<file path="src/rtl/pacc_pkg.sv">
package pacc_pkg;

    localparam int CNT_W = 8;
    localparam int SEL_W = 2;

    // Word bit positions: software decodes these
    localparam int B_PIN  = 15;
    localparam int B_EN   = 14;
    localparam int B_MODE = 13;
    localparam int B_POL  = 12;
    localparam int B_OVF  = 11;
    localparam int B_SEL  = 8;

    typedef enum logic {
        MODE_EVENT = 1'b0,
        MODE_GATED = 1'b1
    } pacc_mode_e;

    typedef struct packed {
        logic             en;
        pacc_mode_e       mode;
        logic             pol;
        logic [SEL_W-1:0] sel;
    } pacc_ctrl_t;

    function automatic pacc_ctrl_t unpack_ctrl(logic [15:0] w);
        pacc_ctrl_t c;
        c.en   = w[B_EN];
        c.mode = pacc_mode_e'(w[B_MODE]);
        c.pol  = w[B_POL];
        c.sel  = w[B_SEL +: SEL_W];
        return c;
    endfunction

    function automatic logic [15:0] pack_word(logic pin, pacc_ctrl_t c,
                                              logic ovf, logic [CNT_W-1:0] cnt);
        logic [15:0] w;
        w = '0;
        w[B_PIN]  = pin;
        w[B_EN]   = c.en;
        w[B_MODE] = c.mode;
        w[B_POL]  = c.pol;
        w[B_OVF]  = ovf;
        w[B_SEL +: SEL_W] = c.sel;
        w[CNT_W-1:0] = cnt;
        return w;
    endfunction

endpackage

</file>
<file path="src/rtl/pacc_sync.sv">
module pacc_sync #(
    parameter int STAGES = 2
) (
    input  logic clk,
    input  logic rst,
    input  logic pin,
    output logic lvl,
    output logic rise,
    output logic fall
);
    // STAGES flops of synchronization plus one history flop for edges
    logic [STAGES:0] chain;

    generate
        for (genvar i = 0; i <= STAGES; i++) begin : g_stage
            always_ff @(posedge clk) begin
                if (rst)
                    chain[i] <= 1'b0;
                else if (i == 0)
                    chain[i] <= pin;
                else
                    chain[i] <= chain[(i == 0) ? 0 : i-1];
            end
        end
    endgenerate

    assign lvl  = chain[STAGES-1];
    assign rise =  chain[STAGES-1] & ~chain[STAGES];
    assign fall = ~chain[STAGES-1] &  chain[STAGES];
endmodule

</file>
<file path="src/rtl/pacc_prescale.sv">
module pacc_prescale #(
    parameter int BASE_LOG2 = 6,
    parameter int SEL_W     = 2
) (
    input  logic             clk,
    input  logic             rst,
    input  logic             run,
    input  logic [SEL_W-1:0] sel,
    output logic             tick
);
    localparam int PW = BASE_LOG2 + (1 << SEL_W) - 1;

    logic [PW-1:0] pc;
    logic [PW-1:0] mask;

    always_comb begin
        for (int i = 0; i < PW; i++)
            mask[i] = (i < BASE_LOG2 + int'(sel));
    end

    // tick when every bit inside the selected window is 1
    assign tick = run & (&(pc | ~mask));

    always_ff @(posedge clk) begin
        if (rst || !run)
            pc <= '0;
        else
            pc <= pc + 1'b1;
    end
endmodule

</file>
<file path="src/rtl/pacc_counter.sv">
module pacc_counter #(
    parameter int W = 8
) (
    input  logic         clk,
    input  logic         rst,
    input  logic         inc,
    input  logic         load,
    input  logic [W-1:0] load_val,
    input  logic         ovf_clr,
    output logic [W-1:0] cnt,
    output logic         ovf
);
    logic wrap;

    assign wrap = inc & ~load & (&cnt);

    always_ff @(posedge clk) begin
        if (rst) begin
            cnt <= '0;
            ovf <= 1'b0;
        end else begin
            if (load)
                cnt <= load_val;
            else if (inc)
                cnt <= cnt + 1'b1;

            if (wrap)
                ovf <= 1'b1;
            else if (ovf_clr)
                ovf <= 1'b0;
        end
    end
endmodule

</file>
<file path="src/rtl/pulse_accum.sv">
module pulse_accum
    import pacc_pkg::*;
#(
    parameter int SYNC_STAGES   = 2,
    parameter int PRE_BASE_LOG2 = 6
) (
    input  logic        clk,
    input  logic        rst,
    input  logic        pin_in,
    input  logic        wr_en,
    input  logic [1:0]  wr_be,
    input  logic [15:0] wr_data,
    output logic [15:0] rd_data,
    output logic        ovf_flag
);
    pacc_ctrl_t       ctrl;
    logic             wr_hi, wr_lo;
    logic             lvl, rise, fall;
    logic             tick, run, inc, active;
    logic [CNT_W-1:0] cnt;
    logic             unused_bits;

    assign unused_bits = ^{wr_data[B_PIN], wr_data[10]};

    assign wr_hi = wr_en & wr_be[1];
    assign wr_lo = wr_en & wr_be[0];

    always_ff @(posedge clk) begin
        if (rst)
            ctrl <= '0;
        else if (wr_hi)
            ctrl <= unpack_ctrl(wr_data);
    end

    pacc_sync #(.STAGES(SYNC_STAGES)) u_sync (
        .clk (clk),
        .rst (rst),
        .pin (pin_in),
        .lvl (lvl),
        .rise(rise),
        .fall(fall)
    );

    assign run = ctrl.en & (ctrl.mode == MODE_GATED);

    pacc_prescale #(.BASE_LOG2(PRE_BASE_LOG2), .SEL_W(SEL_W)) u_pre (
        .clk (clk),
        .rst (rst),
        .run (run),
        .sel (ctrl.sel),
        .tick(tick)
    );

    assign active = lvl ^ ctrl.pol;

    always_comb begin
        if (!ctrl.en)
            inc = 1'b0;
        else if (ctrl.mode == MODE_GATED)
            inc = tick & active;
        else
            inc = ctrl.pol ? rise : fall;
    end

    pacc_counter #(.W(CNT_W)) u_cnt (
        .clk     (clk),
        .rst     (rst),
        .inc     (inc),
        .load    (wr_lo),
        .load_val(wr_data[CNT_W-1:0]),
        .ovf_clr (wr_hi & wr_data[B_OVF]),
        .cnt     (cnt),
        .ovf     (ovf_flag)
    );

    assign rd_data = pack_word(lvl, ctrl, ovf_flag, cnt);
endmodule

</file>
<file path="config.mk">
export PLATFORM = sky130hd
export DESIGN_NAME = pulse_accum
export DESIGN_NICKNAME = d
export VERILOG_FILES = /design/src/rtl/pacc_pkg.sv /design/src/rtl/pacc_sync.sv /design/src/rtl/pacc_prescale.sv /design/src/rtl/pacc_counter.sv /design/src/rtl/pulse_accum.sv
export SDC_FILE = /design/constraint.sdc
export NUM_CORES = 1
export LEC_CHECK = 0
export BUFFER_PORTS_ARGS = -buffer_cell sky130_fd_sc_hd__clkbuf_2
export CAP_MARGIN = 15
export CELL_PAD_IN_SITES_DETAIL_PLACEMENT = 0
export CELL_PAD_IN_SITES_GLOBAL_PLACEMENT = 1
export CORE_UTILIZATION = 32
export DETAILED_ROUTE_END_ITERATION = 16
export PLACE_DENSITY_LB_ADDON = 0.1
export SYNTH_ARGS = -nofsm -noshare
export SYNTH_HDL_FRONTEND = slang
export SYNTH_SLANG_ARGS = --single-unit
export TNS_END_PERCENT = 50
</file>
<file path="constraint.sdc">
create_clock -name clk -period 1.6 [get_ports clk]
set_clock_uncertainty 0.05 [all_clocks]
set_input_delay 0.32 -clock clk [delete_from_list [all_inputs] [get_ports clk]]
set_output_delay 0.32 -clock clk [all_outputs]
set_load 0.02 [all_outputs]
</file>
== Word level (Yosys, flattened, before mapping) ==
Cells that the tools add are included.

* Muxes and demuxes: 7
* Bitwise logic cells: 16
* Reductions and logical operators: 6
* Order comparisons: 9
* Add/sub/neg operators: 3

{| class="wikitable"
|+ Operator list
! kind !! number
|-
| $lt 4x32->1 const A || 4
|-
| $lt 3x32->1 const A || 2
|-
| $lt 2x32->1 const A || 1
|-
| $lt 5x32->1 const A || 1
|-
| $mux 8 || 2
|-
| $and 1x1->1 || 10
|-
| $add 9x1->9 const B || 1
|-
| $not 9->9 || 1
|-
| $or 9x9->9 || 1
|-
| $reduce_and 9->1 || 1
|-
| $add 8x1->8 const B || 1
|-
| $reduce_and 8->1 || 1
|-
| $mux 1 || 5
|-
| $add 3x2->4 const A || 1
|-
| $lt 1x4->1 const A || 1
|-
| $reduce_bool 2->1 || 2
|-
| $not 1->1 || 3
|-
| $logic_not 1->1 || 1
|-
| $logic_or 1x1->1 || 1
|-
| $xor 1x1->1 || 1
|}

* Register bits: 26
* Input bits: 22
* Output and inout bits: 17
* Word-level logic and storage cells: 51

== Logic depth before layout (Yosys ltp) ==
* Word-level depth: 12
* Depth in mapped cells: 7
* Depth with buffers taken out: 6

== By module ==
A second synthesis with hierarchy kept.

* Cell total of the unflattened synthesis: 143
* Area total of the unflattened synthesis: 1234.9 µm²

{| class="wikitable"
|+ Modules (own cells, without submodules)
! module !! area each (µm²) !! seq. area each (µm²) !! cells an instance !! instances
|-
| pacc_counter || 489.2 || 180.2 || 55 || 1
|-
| pacc_prescale || 394.1 || 180.2 || 45 || 1
|-
| pulse_accum || 260.2 || 100.1 || 35 || 1
|-
| pacc_sync || 91.3 || 60.1 || 8 || 1
|}

== Worst setup path before layout ==
Ideal clock, no wire load.

* Path kind: register to register
* Start point: reg u_pre.pc[0]
* End point: reg u_cnt.cnt[4]
* Library setup time: 91 ps
* Arrival time: 1660 ps
* Clock period less this slack: 1801 ps
* Cell stages (with the launch flop): 8
* Path slack: -201 ps
* Buffers on the path: 1
* Data required time: 1459 ps
* Path through: dfxtp_1 > ha_1 > and3_1 > and3_1 > a31oi_2 > buf_4 > o21ai_0 > a311oi_1

* Word-level cells in the longest chain between the ends: 7

{| class="wikitable"
|+ Ends and longest elaborated chain
! what !! line !! RTL
|-
| start: declaration || pacc_prescale.sv:13 || <nowiki>logic [PW-1:0] pc;</nowiki>
|-
| start signal: assignment || pacc_prescale.sv:28 || <nowiki>pc <= pc + 1'b1;</nowiki>
|-
| $or 9x9->9 || pacc_prescale.sv:22 || <nowiki>assign tick = run & (&(pc | ~mask));</nowiki>
|-
| $reduce_and 9->1 || pacc_prescale.sv:22 ||
|-
| $and 1x1->1 || pacc_prescale.sv:22 ||
|-
| $and 1x1->1 || pulse_accum.sv:60 || <nowiki>inc = tick & active;</nowiki>
|-
| $mux 1 || pulse_accum.sv:59 || <nowiki>else if (ctrl.mode == MODE_GATED)</nowiki>
|-
| $mux 1 || pulse_accum.sv:57 || <nowiki>if (!ctrl.en)</nowiki>
|-
| $reduce_bool 2->1 (no line) || n/a ||
|-
| end signal: assignment || pacc_counter.sv:23 || <nowiki>cnt <= load_val;</nowiki>
|-
| end signal: assignment || pacc_counter.sv:25 || <nowiki>cnt <= cnt + 1'b1;</nowiki>
|-
| end: declaration || pacc_counter.sv:10 || <nowiki>output logic [W-1:0] cnt,</nowiki>
|}

Every way passes these cells.
A chain may end at the register's enable or synchronous reset.

== Worst setup path after layout ==
* Start point: reg u_pre.pc[1]
* End point: reg u_cnt.cnt[0]

Same word-level chain as after synthesis.

==> results.cfg <==
[yosys]
syn_nets = 163
synth_warnings = 0
syn_inst = 139
yosys.area.top_type_share = 0.439
yosysTopAreaCell = dfxtp_1
netlist_area_um2 = 1190
syn_area_per_cell_um2 = 8.53
synth_seq_area_share = 0.439
ys_types = 31
synth_area_leaders = dfxtp_1 (44%), nand3_1 (5.9%), nor2_1 (5.7%)
synth-seq-cells = 26

[detailed_routing]
antenna_left = 0
wl_per_cell_um = 12.4
wirelength_um = 3060
route.detailed.drc = 0
via_per_inst = 4.81
wirelength_met1_um = 1500
drt_pass1_iterations = 3
route.met2.wl_um = 1450
met3_length_um = 86
via_count = 1183
top_layer = met4
drt_iter0_drc = 36

[outcome]
failed_checks = setup timing
status = complete, but fails checks

[cells_and_area]
layout_common_cells = clkbuf_2 (35), buf_4 (25), nor2_1 (18), dfxtp_1 (18), nand3_1 (14)
drive_gt1_frac = 0.445
syn_to_final_growth_pct = 51.1
nFillCells = 344
nets = 225
postLayoutCoreUtil = 0.521
diodes = 0
mostFrequentLayoutCell = clkbuf_2

[clock_tree]
cts_max_level = 1
clk_pin_slew_ps = 90
insertion_delay_ps = 270
cts_tree = done
cts_root_buf = clkbuf_8
clockBufferDepth = 2
clock-sinks = 26
cts_buffers = 3
postCtsHoldBufs = 0

[global_routing]
grt_max_degree = 18
grt_pass1_vias = 1073
grt_usage = 0.161
grt_remaining_overflow = 0
antenna_found_initial = 0
grt_pass1_wl_um = 5040

[setup_path]
path_cells = ha_4 > and3_4 > and3_4 > a31oi_4 > buf_4 > buf_4 > buf_4 > nand4b_1 > o221ai_1
cp_common_cell = buf_4
slowest_stage = dfxtp_2
critPathLaunch = u_pre.pc[1]
startpoint_type = register
arrival_ps = 1890
slowest_delay_ps = 360
timing.rr.end = u_cnt.cnt[0]
crit_buf_inv = 3
crit_path_end = u_cnt.cnt[0]
r2r_start = u_pre.pc[1]
worst_setup_path_end_kind = register
cp_num_cells = 9
crit_required_ps = 1700
crit_type = reg -> reg
critPathTopFamily = simple AND/OR/NAND/NOR gates
r2r_cells = 9
regToRegSetupSlack_ps = -180
cp_max_fo = 8

[timing]
min_period_ps = 1780
rsz0062_at_grt = yes
slew_violations = 0
final_hold_viol_count = 0
max_freq_mhz = 560
layout_setup_ws_ps = -184
finalCritPeriodShare = 1.12
setup-violations-final = 9

[floorplan]
die_area_um2 = 3950
initial_core_util = 0.345
core_area_um2 = 3440
die_y_um = 62.9
io_pins = 39
fp.dieW_um = 62.9
rows = 21

[placed_design]
port_buffers = 35
gp_congestion = 0.714
hpwl_um = 2090

[hold_path]
hp-class = in -> reg

[power_and_ir_drop]
power.density_nw_per_um2 = 718
p_total_mw = 1.29
vdd_ir_drop_max_v = 0.000569
p_leak_nw = 0.754

[job]
drv_cap = 0
[worst reg2reg max path, delay by kind of cell, from the launching register on]
| family | cells | cell delay, ps |
|---|---|---|
| compound gates | 2 | 230 |
| fa+ha+maj | 1 | 140 |
| buf+inv | 3 | 410 |
| flops | 1 | 360 |
| simple gates | 3 | 460 |
[power by group]
| part | switching (mW) | internal, mW |
|---|---|---|
| combinational | 0.0929 | 0.0734 |
| sequential | 0.0213 | 0.669 |
| clock | 0.210 | 0.220 |
| total | 0.324 | 0.963 |
[per-layer routing]
layer / track usage / up-vias
li1: - / 614
met1: 0.211 / 549
met2: 0.265 / 18
met3: 0.0383 / 2
met4: 0.0349 / 0
met5: 0 / -
[how the worst min path moves through the flow]
| stage | startpoint | endpoint | cells past startpoint |
|---|---|---|---|
| detailed placement | u_sync.chain[0] | u_sync.lvl | 1 |
| CTS | pin_in | u_sync.chain[0] | 2 |
| finish | pin_in | u_sync.chain[0] | 2 |
| global route | pin_in | u_sync.chain[0] | 2 |
| global placement | u_sync.chain[0] | u_sync.lvl | 1 |
| floorplan | u_sync.chain[0] | u_sync.lvl | 1 |
[through the flow]
step	setup WS, ps	hold WS [ps]	instances	TNS [ps]	instance area (um2)
floorplan	-38.3	364	139	-220	1240
global placement	-151	381	234	-1010	1590
detailed placement	-187	391	234	-1150	1590
CTS	-203	197	241	-1220	1700
global route	-246	210	246	-1810	1790
finish	-184	198	246	-1250	1790
[synthesized netlist by cell type]
cell type,number
dfxtp_1,26
nand3b_1,4
a31oi_2,1
nor2_1,18
xnor2_1,4
and3_1,2
clkbuf_1,3
or3_1,6
xor2_1,3
nand2b_1,3
o41ai_1,1
nand3_1,14
a21oi_1,5
buf_4,4
a311oi_1,6
a21oi_2,1
ha_1,2
buf_1,1
conb_1,1
and4_1,1
inv_1,3
o221ai_1,1
nor2b_1,5
or3b_1,1
o21ai_1,3
nand4b_1,1
o211ai_1,1
mux2i_1,1
nand2_1,11
o21ai_0,4
a211oi_1,2
[final cells by class]
cell class | count | area [um2] | share of cell area
sequential | 26 | 533 | 0.297
timing repair buffer | 64 | 408 | 0.228
multi-input combinational | 103 | 727 | 0.406
inverter | 3 | 11.3 | 0.00628
tap | 46 | 57.6 | 0.0321
clock buffer | 4 | 55.1 | 0.0307
[flip-flops by register name (all words and copies together) (netlist names)]
register      flops
u_sync.chain      2
u_pre.pc          9
u_cnt.ovf         1
u_cnt.cnt         8
rd_data           5
u_sync.lvl        1
[repair_timing]
item,in CTS,in global routing
resized for setup,6,13
gates cloned,1,0
pin swaps,8,6
setup endpoints to repair,9,9
setup buffers,2,5
[kinds of logic after synthesis]
family,count (synthesis),share of synthesized area
AO/OA/AOI/OAI,25,0.147
XOR/XNOR,7,0.0517
adder cells (fa/ha/maj),2,0.0211
buffers and inverters,11,0.0475
flip-flops,26,0.439
multiplexers,1,0.00844
other,1,0.00316
AND/OR/NAND/NOR,66,0.283
Note: power is estimated with default switching activity, not from simulation.
